### config.mk
export PLATFORM = sky130hd
export DESIGN_NAME = fuse_prog_seq
export DESIGN_NICKNAME = d
export VERILOG_FILES = /design/src/rtl/fps_pkg.sv /design/src/rtl/fps_tmg_decode.sv /design/src/rtl/fps_phase_timer.sv /design/src/rtl/fps_shift_unit.sv /design/src/rtl/fuse_prog_seq.sv
export SDC_FILE = /design/constraint.sdc
export NUM_CORES = 1
export LEC_CHECK = 0
export ABC_AREA = 1
export ABC_CLOCK_PERIOD_IN_PS = 2260
export BUFFER_PORTS_ARGS = -buffer_cell sky130_fd_sc_hd__buf_2
export CORE_MARGIN = 3
export CORE_UTILIZATION = 55
export CTS_CLUSTER_DIAMETER = 100
export DETAILED_ROUTE_END_ITERATION = 8
export GPL_ROUTABILITY_DRIVEN = 0
export GPL_TIMING_DRIVEN = 1
export PLACE_DENSITY = 0.81
export REMOVE_ABC_BUFFERS = 1
export SETUP_SLACK_MARGIN = 0.4
export SKIP_CTS_REPAIR_TIMING = 1
export SLEW_MARGIN = 10
export SYNTH_ARGS = -nofsm -noshare
export SYNTH_HDL_FRONTEND = slang
export SYNTH_SLANG_ARGS = --single-unit
### constraint.sdc
create_clock -name clk -period 2.26 [get_ports clk]
set_input_delay 0.113 -clock clk [delete_from_list [all_inputs] [get_ports clk]]
set_output_delay 0.113 -clock clk [all_outputs]
set_load 0.01 [all_outputs]
### src/rtl/fps_pkg.sv
package fps_pkg;
  localparam int TMG_W      = 22;
  localparam int PGM_LEN_W  = 12;
  localparam int GAP_W      = 4;
  localparam int RD_LEN_W   = 6;

  typedef struct packed {
    logic [RD_LEN_W-1:0]  rd_len;
    logic [GAP_W-1:0]     gap;
    logic [PGM_LEN_W-1:0] pgm_len;
  } fps_tmg_t;

  typedef enum logic [3:0] {
    ST_IDLE, ST_RSET, ST_RSTB, ST_BIT, ST_PRE,
    ST_PGM, ST_POST, ST_QUIET, ST_DONE
  } fps_state_e;
endpackage

### src/rtl/fps_tmg_decode.sv
module fps_tmg_decode
  import fps_pkg::*;
#(
  parameter int CNT_W = 12
) (
  input  logic [TMG_W-1:0] tmg_i,
  output logic [CNT_W-1:0] pgm_len_o,
  output logic [CNT_W-1:0] rd_len_o,
  output logic [CNT_W-1:0] gap_len_o
);
  fps_tmg_t f;
  assign f = fps_tmg_t'(tmg_i);

  always_comb begin
    pgm_len_o = (f.pgm_len == '0) ? CNT_W'(1) : CNT_W'(f.pgm_len);
    rd_len_o  = (f.rd_len == '0)  ? CNT_W'(1) : CNT_W'(f.rd_len);
    gap_len_o = CNT_W'(f.gap) + CNT_W'(1);
  end
endmodule

### src/rtl/fps_phase_timer.sv
module fps_phase_timer #(
  parameter int CNT_W = 12
) (
  input  logic             clk,
  input  logic             rst,
  input  logic             load_i,
  input  logic [CNT_W-1:0] load_val_i,
  output logic             last_o
);
  logic [CNT_W-1:0] cnt_q;

  always_ff @(posedge clk) begin
    if (rst)            cnt_q <= '0;
    else if (load_i)    cnt_q <= load_val_i;
    else if (cnt_q != '0) cnt_q <= cnt_q - CNT_W'(1);
  end

  assign last_o = (cnt_q == CNT_W'(1));
endmodule

### src/rtl/fps_shift_unit.sv
module fps_shift_unit #(
  parameter int WORD_W = 32,
  localparam int IDX_W = $clog2(WORD_W)
) (
  input  logic              clk,
  input  logic              rst,
  input  logic              load_i,
  input  logic [WORD_W-1:0] data_i,
  input  logic              mask_i,
  input  logic [WORD_W-1:0] blown_i,
  input  logic              shift_i,
  output logic              lsb_o,
  output logic [IDX_W-1:0]  idx_o,
  output logic              last_bit_o
);
  logic [WORD_W-1:0] sreg_q;
  logic [IDX_W-1:0]  idx_q;

  always_ff @(posedge clk) begin
    if (rst) begin
      sreg_q <= '0;
      idx_q  <= '0;
    end else if (load_i) begin
      sreg_q <= data_i;
      idx_q  <= '0;
    end else if (mask_i) begin
      sreg_q <= sreg_q & ~blown_i;
    end else if (shift_i) begin
      sreg_q <= {1'b0, sreg_q[WORD_W-1:1]};
      idx_q  <= idx_q + IDX_W'(1);
    end
  end

  assign lsb_o      = sreg_q[0];
  assign idx_o      = idx_q;
  assign last_bit_o = (idx_q == IDX_W'(WORD_W - 1));
endmodule

### src/rtl/fuse_prog_seq.sv
module fuse_prog_seq
  import fps_pkg::*;
#(
  parameter int WORD_W      = 32,
  parameter int ADDR_W      = 7,
  parameter int POST_CYCLES = 500,
  localparam int IDX_W      = $clog2(WORD_W)
) (
  input  logic              clk,
  input  logic              rst,
  input  logic              start_i,
  input  logic [ADDR_W-1:0] addr_i,
  input  logic [WORD_W-1:0] data_i,
  input  logic [TMG_W-1:0]  tmg_i,
  input  logic [WORD_W-1:0] fuse_rdata_i,
  output logic [ADDR_W-1:0] fuse_addr_o,
  output logic [IDX_W-1:0]  fuse_bit_o,
  output logic              fuse_rd_o,
  output logic              fuse_pgm_o,
  output logic              busy_o,
  output logic              done_o
);
  localparam int POST_W   = $clog2(POST_CYCLES + 2);
  localparam int CNT_W    = (POST_W > PGM_LEN_W) ? POST_W : PGM_LEN_W;
  localparam int POST_LEN = (POST_CYCLES < 1) ? 1 : POST_CYCLES;

  fps_state_e st_q, st_d;

  logic [ADDR_W-1:0] addr_q;
  logic [CNT_W-1:0]  pgm_len_d, rd_len_d, gap_len_d;
  logic [CNT_W-1:0]  pgm_len_q, rd_len_q, gap_len_q;
  logic              t_load, t_last;
  logic [CNT_W-1:0]  t_val;
  logic              accept, do_mask, do_shift;
  logic              lsb, last_bit;
  logic [IDX_W-1:0]  bit_idx;

  fps_tmg_decode #(.CNT_W(CNT_W)) u_dec (
    .tmg_i     (tmg_i),
    .pgm_len_o (pgm_len_d),
    .rd_len_o  (rd_len_d),
    .gap_len_o (gap_len_d)
  );

  fps_phase_timer #(.CNT_W(CNT_W)) u_tmr (
    .clk        (clk),
    .rst        (rst),
    .load_i     (t_load),
    .load_val_i (t_val),
    .last_o     (t_last)
  );

  fps_shift_unit #(.WORD_W(WORD_W)) u_shf (
    .clk        (clk),
    .rst        (rst),
    .load_i     (accept),
    .data_i     (data_i),
    .mask_i     (do_mask),
    .blown_i    (fuse_rdata_i),
    .shift_i    (do_shift),
    .lsb_o      (lsb),
    .idx_o      (bit_idx),
    .last_bit_o (last_bit)
  );

  always_comb begin
    st_d     = st_q;
    t_load   = 1'b0;
    t_val    = '0;
    accept   = 1'b0;
    do_mask  = 1'b0;
    do_shift = 1'b0;
    unique case (st_q)
      ST_IDLE: if (start_i) begin
        accept = 1'b1;
        t_load = 1'b1;
        t_val  = gap_len_d;
        st_d   = ST_RSET;
      end
      ST_RSET: if (t_last) begin
        t_load = 1'b1;
        t_val  = rd_len_q;
        st_d   = ST_RSTB;
      end
      ST_RSTB: if (t_last) begin
        do_mask = 1'b1;
        st_d    = ST_BIT;
      end
      ST_BIT: begin
        if (lsb) begin
          t_load = 1'b1;
          t_val  = gap_len_q;
          st_d   = ST_PRE;
        end else begin
          do_shift = 1'b1;
          if (last_bit) begin
            t_load = 1'b1;
            t_val  = CNT_W'(POST_LEN);
            st_d   = ST_QUIET;
          end
        end
      end
      ST_PRE: if (t_last) begin
        t_load = 1'b1;
        t_val  = pgm_len_q;
        st_d   = ST_PGM;
      end
      ST_PGM: if (t_last) begin
        t_load = 1'b1;
        t_val  = gap_len_q;
        st_d   = ST_POST;
      end
      ST_POST: if (t_last) begin
        do_shift = 1'b1;
        if (last_bit) begin
          t_load = 1'b1;
          t_val  = CNT_W'(POST_LEN);
          st_d   = ST_QUIET;
        end else begin
          st_d = ST_BIT;
        end
      end
      ST_QUIET: if (t_last) st_d = ST_DONE;
      ST_DONE:  st_d = ST_IDLE;
      default:  st_d = ST_IDLE;
    endcase
  end

  always_ff @(posedge clk) begin
    if (rst) begin
      st_q      <= ST_IDLE;
      addr_q    <= '0;
      pgm_len_q <= '0;
      rd_len_q  <= '0;
      gap_len_q <= '0;
    end else begin
      st_q <= st_d;
      if (accept) begin
        addr_q    <= addr_i;
        pgm_len_q <= pgm_len_d;
        rd_len_q  <= rd_len_d;
        gap_len_q <= gap_len_d;
      end
    end
  end

  assign fuse_addr_o = addr_q;
  assign fuse_bit_o  = bit_idx;
  assign fuse_rd_o   = (st_q == ST_RSTB);
  assign fuse_pgm_o  = (st_q == ST_PGM);
  assign busy_o      = (st_q != ST_IDLE);
  assign done_o      = (st_q == ST_DONE);
endmodule

# ---- Word-level counts from Yosys, hierarchy flattened
# Cells that the tools add are included.
dict set report op_classes {
  add_sub_neg 3
  n_eq_ne 18
  n_mux 36
  n_bitwise 3
  n_reduce_logical 11
}
# cell n
set op_table {}
lappend op_table {{12-bit two-way mux} 9}
lappend op_table {{32-bit two-way mux} 3}
lappend op_table {{12-bit one-hot mux with 6 select lines} 1}
lappend op_table {{4-bit two-way mux} 9}
lappend op_table {{32-bit AND} 1}
lappend op_table {{32-bit inverter} 1}
lappend op_table {{4-bit one-hot mux with 8 select lines} 1}
lappend op_table {{4-bit by 3-bit equality test with 1-bit output (second input constant)} 4}
lappend op_table {{12-bit by 1-bit equality test with 1-bit output (second input constant)} 1}
lappend op_table {{12-bit zero test} 1}
lappend op_table {{12-bit nonzero test} 1}
lappend op_table {{12-bit by 1-bit subtractor with 12-bit output (second input constant)} 1}
lappend op_table {{2-bit inequality test (second input constant)} 5}
lappend op_table {{9-bit two-way mux} 1}
lappend op_table {{4-bit by 2-bit equality test with 1-bit output (second input constant)} 2}
lappend op_table {{1-bit two-way mux} 8}
lappend op_table {{8-bit AND reduction} 1}
lappend op_table {{6-bit zero test} 1}
lappend op_table {{6-bit two-way mux} 1}
lappend op_table {{4-bit by 1-bit adder with 5-bit output (second input constant)} 1}
lappend op_table {{5-bit by 1-bit adder with 5-bit output (second input constant)} 1}
lappend op_table {{5-bit equality test (second input constant)} 1}
lappend op_table {{4-bit by 1-bit equality test with 1-bit output (second input constant)} 1}
lappend op_table {{4-bit equality test (second input constant)} 1}
lappend op_table {{13 further kinds} 14}
dict set report totals {
  register_bits 96
  input_bits 96
  elab_cells 79
}

# ---- Longest topological paths before layout
dict set report logic_depth {
  word_depth 6
  depth_mapped 14
}

# ---- Hierarchy
# From an unflattened synthesis, not the netlist that was laid out.
dict set report unflattened {
  cells_unflattened 886
  hier_area_um2 5681.7
}
# mod n_inst cells_per_inst area_each_um2 seq_area_each_um2
set modules_own_cells {}
lappend modules_own_cells {fuse_prog_seq 1 344 2356.0 940.9}
lappend modules_own_cells {fps_shift_unit 1 349 2185.8 740.7}
lappend modules_own_cells {fps_phase_timer 1 139 860.8 240.2}
lappend modules_own_cells {fps_tmg_decode 1 54 279.0 0.0}

# ---- Least setup slack after synthesis
# OpenSTA, ideal clock, no wires.
dict set report synth_timing {
  path_type {flip-flop to flip-flop}
  from {register u_shf.idx_q[0], in the netlist u_shf.idx_o[0]}
  to {register u_tmr.cnt_q[8]}
  t_arrival_ps 1671
  required_ps 2132
  slack_ps 462
  path_stages_with_launch 15
  path_buffers 1
  cell_sequence {dfxtp_1 ha_1 nand2_1 nor2_1 ha_1 nand4_1 nand2_1 nand2_2 nand2_2 inv_2 buf_6 nand2_1 nand2_1 nand2_1 nor2_1}
}
dict set report synth_via {
  elab_chain_len 5
}
# element line
set synth_lines {}
lappend synth_lines {{start: declaration} fps_shift_unit.sv:17} ;# logic [IDX_W-1:0] idx_q;
lappend synth_lines {{start signal: assignment} fps_shift_unit.sv:30} ;# idx_q <= idx_q + IDX_W'(1);
lappend synth_lines {{5-bit equality test (*)} fps_shift_unit.sv:36} ;# assign last_bit_o = (idx_q == IDX_W'(WORD_W - 1));
lappend synth_lines {{9-bit two-way mux or 1-bit two-way mux (tied branches)} {fuse_prog_seq.sv:96, fuse_prog_seq.sv:115}}
lappend synth_lines {{12-bit two-way mux (tied with other cells)} fuse_prog_seq.sv:113} ;# ST_POST: if (t_last) begin
lappend synth_lines {{12-bit one-hot mux with 6 select lines or 1-bit one-hot mux with 4 select lines (tied branches)} fuse_prog_seq.sv:73} ;# unique case (st_q)
lappend synth_lines {{12-bit two-way mux or 2-bit nonzero test (tied branches)} --}
lappend synth_lines {{end signal: assignment} fps_phase_timer.sv:14} ;# else if (load_i) cnt_q <= load_val_i;
lappend synth_lines {{end signal: assignment} fps_phase_timer.sv:15} ;# else if (cnt_q != '0) cnt_q <= cnt_q - CNT_W'(1);
lappend synth_lines {{end: declaration} fps_phase_timer.sv:10} ;# logic [CNT_W-1:0] cnt_q;
# Every way passes the cells marked *; elsewhere a longest branch is shown, timed or not.
# A chain may end at the register's enable or synchronous reset.

# ---- Worst setup path after layout
dict set report layout_timing {
  from {register u_tmr.cnt_q[4]}
  to {register u_shf.sreg_q[0]}
}
dict set report layout_via {
  elab_chain_len 5
}
# element line
set layout_lines {}
lappend layout_lines {{12-bit by 1-bit equality test with 1-bit output (*)} fps_phase_timer.sv:18} ;# assign last_o = (cnt_q == CNT_W'(1));
lappend layout_lines {{1-bit two-way mux (*)} {fuse_prog_seq.sv:85, fuse_prog_seq.sv:113}}
lappend layout_lines {{1-bit two-way mux} fuse_prog_seq.sv:73}
lappend layout_lines {{32-bit two-way mux} fps_shift_unit.sv:26} ;# end else if (mask_i) begin
lappend layout_lines {{32-bit two-way mux} fps_shift_unit.sv:23} ;# end else if (load_i) begin
lappend layout_lines {{end signal: assignment} fps_shift_unit.sv:24} ;# sreg_q <= data_i;
lappend layout_lines {{end signal: assignment} fps_shift_unit.sv:27} ;# sreg_q <= sreg_q & ~blown_i;
lappend layout_lines {{end signal: assignment} fps_shift_unit.sv:29} ;# sreg_q <= {1'b0, sreg_q[WORD_W-1:1]};
lappend layout_lines {{end: declaration} fps_shift_unit.sv:16} ;# logic [WORD_W-1:0] sreg_q;
# Marked as above.

==> metrics.csv <==
metric,value,unit
status,"complete, but fails checks",
violations,hold timing,
timing.fmax,0.5539,GHz
wl_per_cell,13.87,µm
finalClockSkew,0.01429,ns
path_clk_slew,0.09,ns
ys_types,31,
synth_top_area_cell,dfxtp_1,
syn-cell-area,4931,µm²
die-area,10140,µm²
cts_root_buffer,clkbuf_8,
rsz0062_at_grt,true,
numPlacedInstances,1005,
yosysTopAreaCellShare,33.70,%
tightestPinTransition,0.5406,ns
die_x,100.7,µm
postSynthCellCount,813,
antenna_found_initial,0,
hold_path_end,pgm_len_q[4],
synth_flop_cell,dfxtp_1,
end_kind,register,
startpoint_type,register,
layout.nets,1034,
fin_cells,1042,
ios,112,
utilization,72.25,%
overflow,0,
vias,5537,
cts.sinks,83,
final-setup-viol-count,0,
crit-reg2reg-launch,u_tmr.cnt_q[4],
min_path_cells,3,
die_y,100.7,µm
grt_max_degree,63,
synth_most_common_cell,nand2_1,
finalHoldViolCount,5,
synth_common_cells,"nand2_1, nor2_1, dfxtp_1",
avgSynthCellArea,6.065,µm²
initial_core_util,58.26,%
p_leak,3.157,nW
clockBufferDepth,2,
ys_ff_latch,83,
ys.warnings.count,0,
grt_usage,25.73,%
hold_start,tmg_i[4],
synth-edff-count,0,
drv_cap,0,
hold_ws,-0.008978,ns
slew-limit-headroom,63.96,%
worstPathRequired,2.56,ns
r2r_end,u_shf.sreg_q[0],
rr_worst_depth,11,
drtIter0Drc,300,
seq_area_frac_synth,33.70,%
antenna_left,0,
area_growth,24.03,%
path_class,register to register,
critical_path.max_fanout,16,
drtPass1Iterations,7,
finalCriticalPeriod,1.805,ns
pwr_density_cell,1144,nW/µm²
yosys-top-cells-area,"dfxtp_1, nand2_1, nor2_1",
wl,14450,µm
hpwl,9369,µm
antenna_cells,0,
grt_pass1_vias,4931,
worstHoldPathType,input pin to register,
core-area,8464,µm²
h-tree-depth,3,
r2r_setup_slack,0.45,ns
final_layout_size_suffix_gt1_share,25.29,%
drc,0,
maxSlewViolCount,0,
setup_ws,0.4546,ns
rows,33,
ys_async_sr_fraction,0,%
clkLatencyLatePin,0.36,ns
arrival,2.10,ns
cts_tree,yes,
grt_pass1_wl,21470,µm
timing.final.crit_share,79.88,%
io_buffers,111,
vdd_drop_max,0.0005404,V
avgViaCountPerCell,5.314,
dpl_worst_slack,0.3252,ns
cts-buffers-inserted,9,
-- per-layer routing --
layer,global-route usage (%),part of all wire (%)
met5,0,0
met2,43.90,50
met1,32.49,42
met3,3.875,7.1
met4,10.16,1.6
-- power by group --
group	internal, mW	switching [mW]
combinational	1.48	2.28
clock	0.545	0.575
sequential	1.89	0.231
total	3.92	3.08
-- how the worst max path moves through the flow --
stage,start,end,slack (ns),depth (start not counted)
2_1_floorplan,st_q[0],u_tmr.cnt_q[4],-1.06,7
3_3_place_gp,u_shf.idx_o[0],u_tmr.cnt_q[7],0.42,12
3_5_place_dp,u_shf.idx_o[0],u_tmr.cnt_q[5],0.33,12
4_1_cts,u_shf.idx_o[0],u_tmr.cnt_q[5],0.30,12
5_1_grt,u_tmr.cnt_q[9],u_shf.sreg_q[0],0.36,11
6_report,u_tmr.cnt_q[4],u_shf.sreg_q[0],0.45,11
-- layout make-up --
class / count / area [µm²]
inverters: 68 / 267.8
fillers: 683 / 2349
well taps: 105 / 131.4
repair buffers: 142 / 917.1
clock buffers: 11 / 141.4
flip-flops and latches: 83 / 1670
multi-input cells: 628 / 2927
clock inverters: 5 / 61.31
-- cells by family (layout without fill, tap and decap cells) --
logic type | count (synthesis) | count (layout) | synth area share [%]
AO/OA/AOI/OAI | 56 | 56 | 6.116
XOR/XNOR | 10 | 10 | 1.776
adder cells (fa/ha/maj) | 6 | 6 | 1.522
buffers and inverters | 102 | 226 | 9.059
flip-flops | 83 | 83 | 33.70
AND/OR/NAND/NOR | 556 | 556 | 47.83
-- stage by stage --
step | instance area [µm²] | setup TNS, ns | power [mW]
after floorplan | 4742 | -55.91 | 4.513
after global placement | 5522 | 0 | 5.181
after detailed placement | 5522 | 0 | 5.316
after CTS | 5724 | 0 | 6.430
after global routing | 6116 | 0 | 7.550
final | 6116 | 0 | 6.997
-- critical path, cell delays in order, from the launching register on --
cell	delay, ns
dfxtp_1	0.36
nor2_2	0.15
nand2_2	0.11
nor2_4	0.14
nand2_4	0.12
o21ai_4	0.24
nor2_4	0.06
buf_12	0.14
clkbuf_16	0.18
nand2_1	0.06
nand2_1	0.05
nor2_1	0.12
-- placed cells by master (no fill, tap or decap), drive strengths merged --
| master | count |
|---|---|
| o211ai | 1 |
| buf | 137 |
| inv | 69 |
| o21ai | 17 |
| o31ai | 1 |
| nor2 | 116 |
| clkinvlp | 3 |
| ha | 6 |
| a31oi | 1 |
| nor3 | 6 |
| nor4 | 3 |
| nand3 | 64 |
| dlygate4sd3 | 1 |
| a21oi | 35 |
| clkbuf | 15 |
| nand4 | 7 |
| xnor2 | 5 |
| dfxtp | 83 |
| or2 | 34 |
| xor2 | 5 |
| bufinv | 1 |
| nand2 | 326 |
| o2111ai | 1 |
-- flip-flops by register name, indices dropped and copies added, names as in the netlist --
register / count
gap_len_q: 5
u_shf.idx_o: 5
st_q: 4
rd_len_q: 6
u_shf.sreg_q: 32
fuse_addr_o: 7
u_tmr.cnt_q: 12
pgm_len_q: 12
Note: power is estimated with default switching activity, not from simulation.
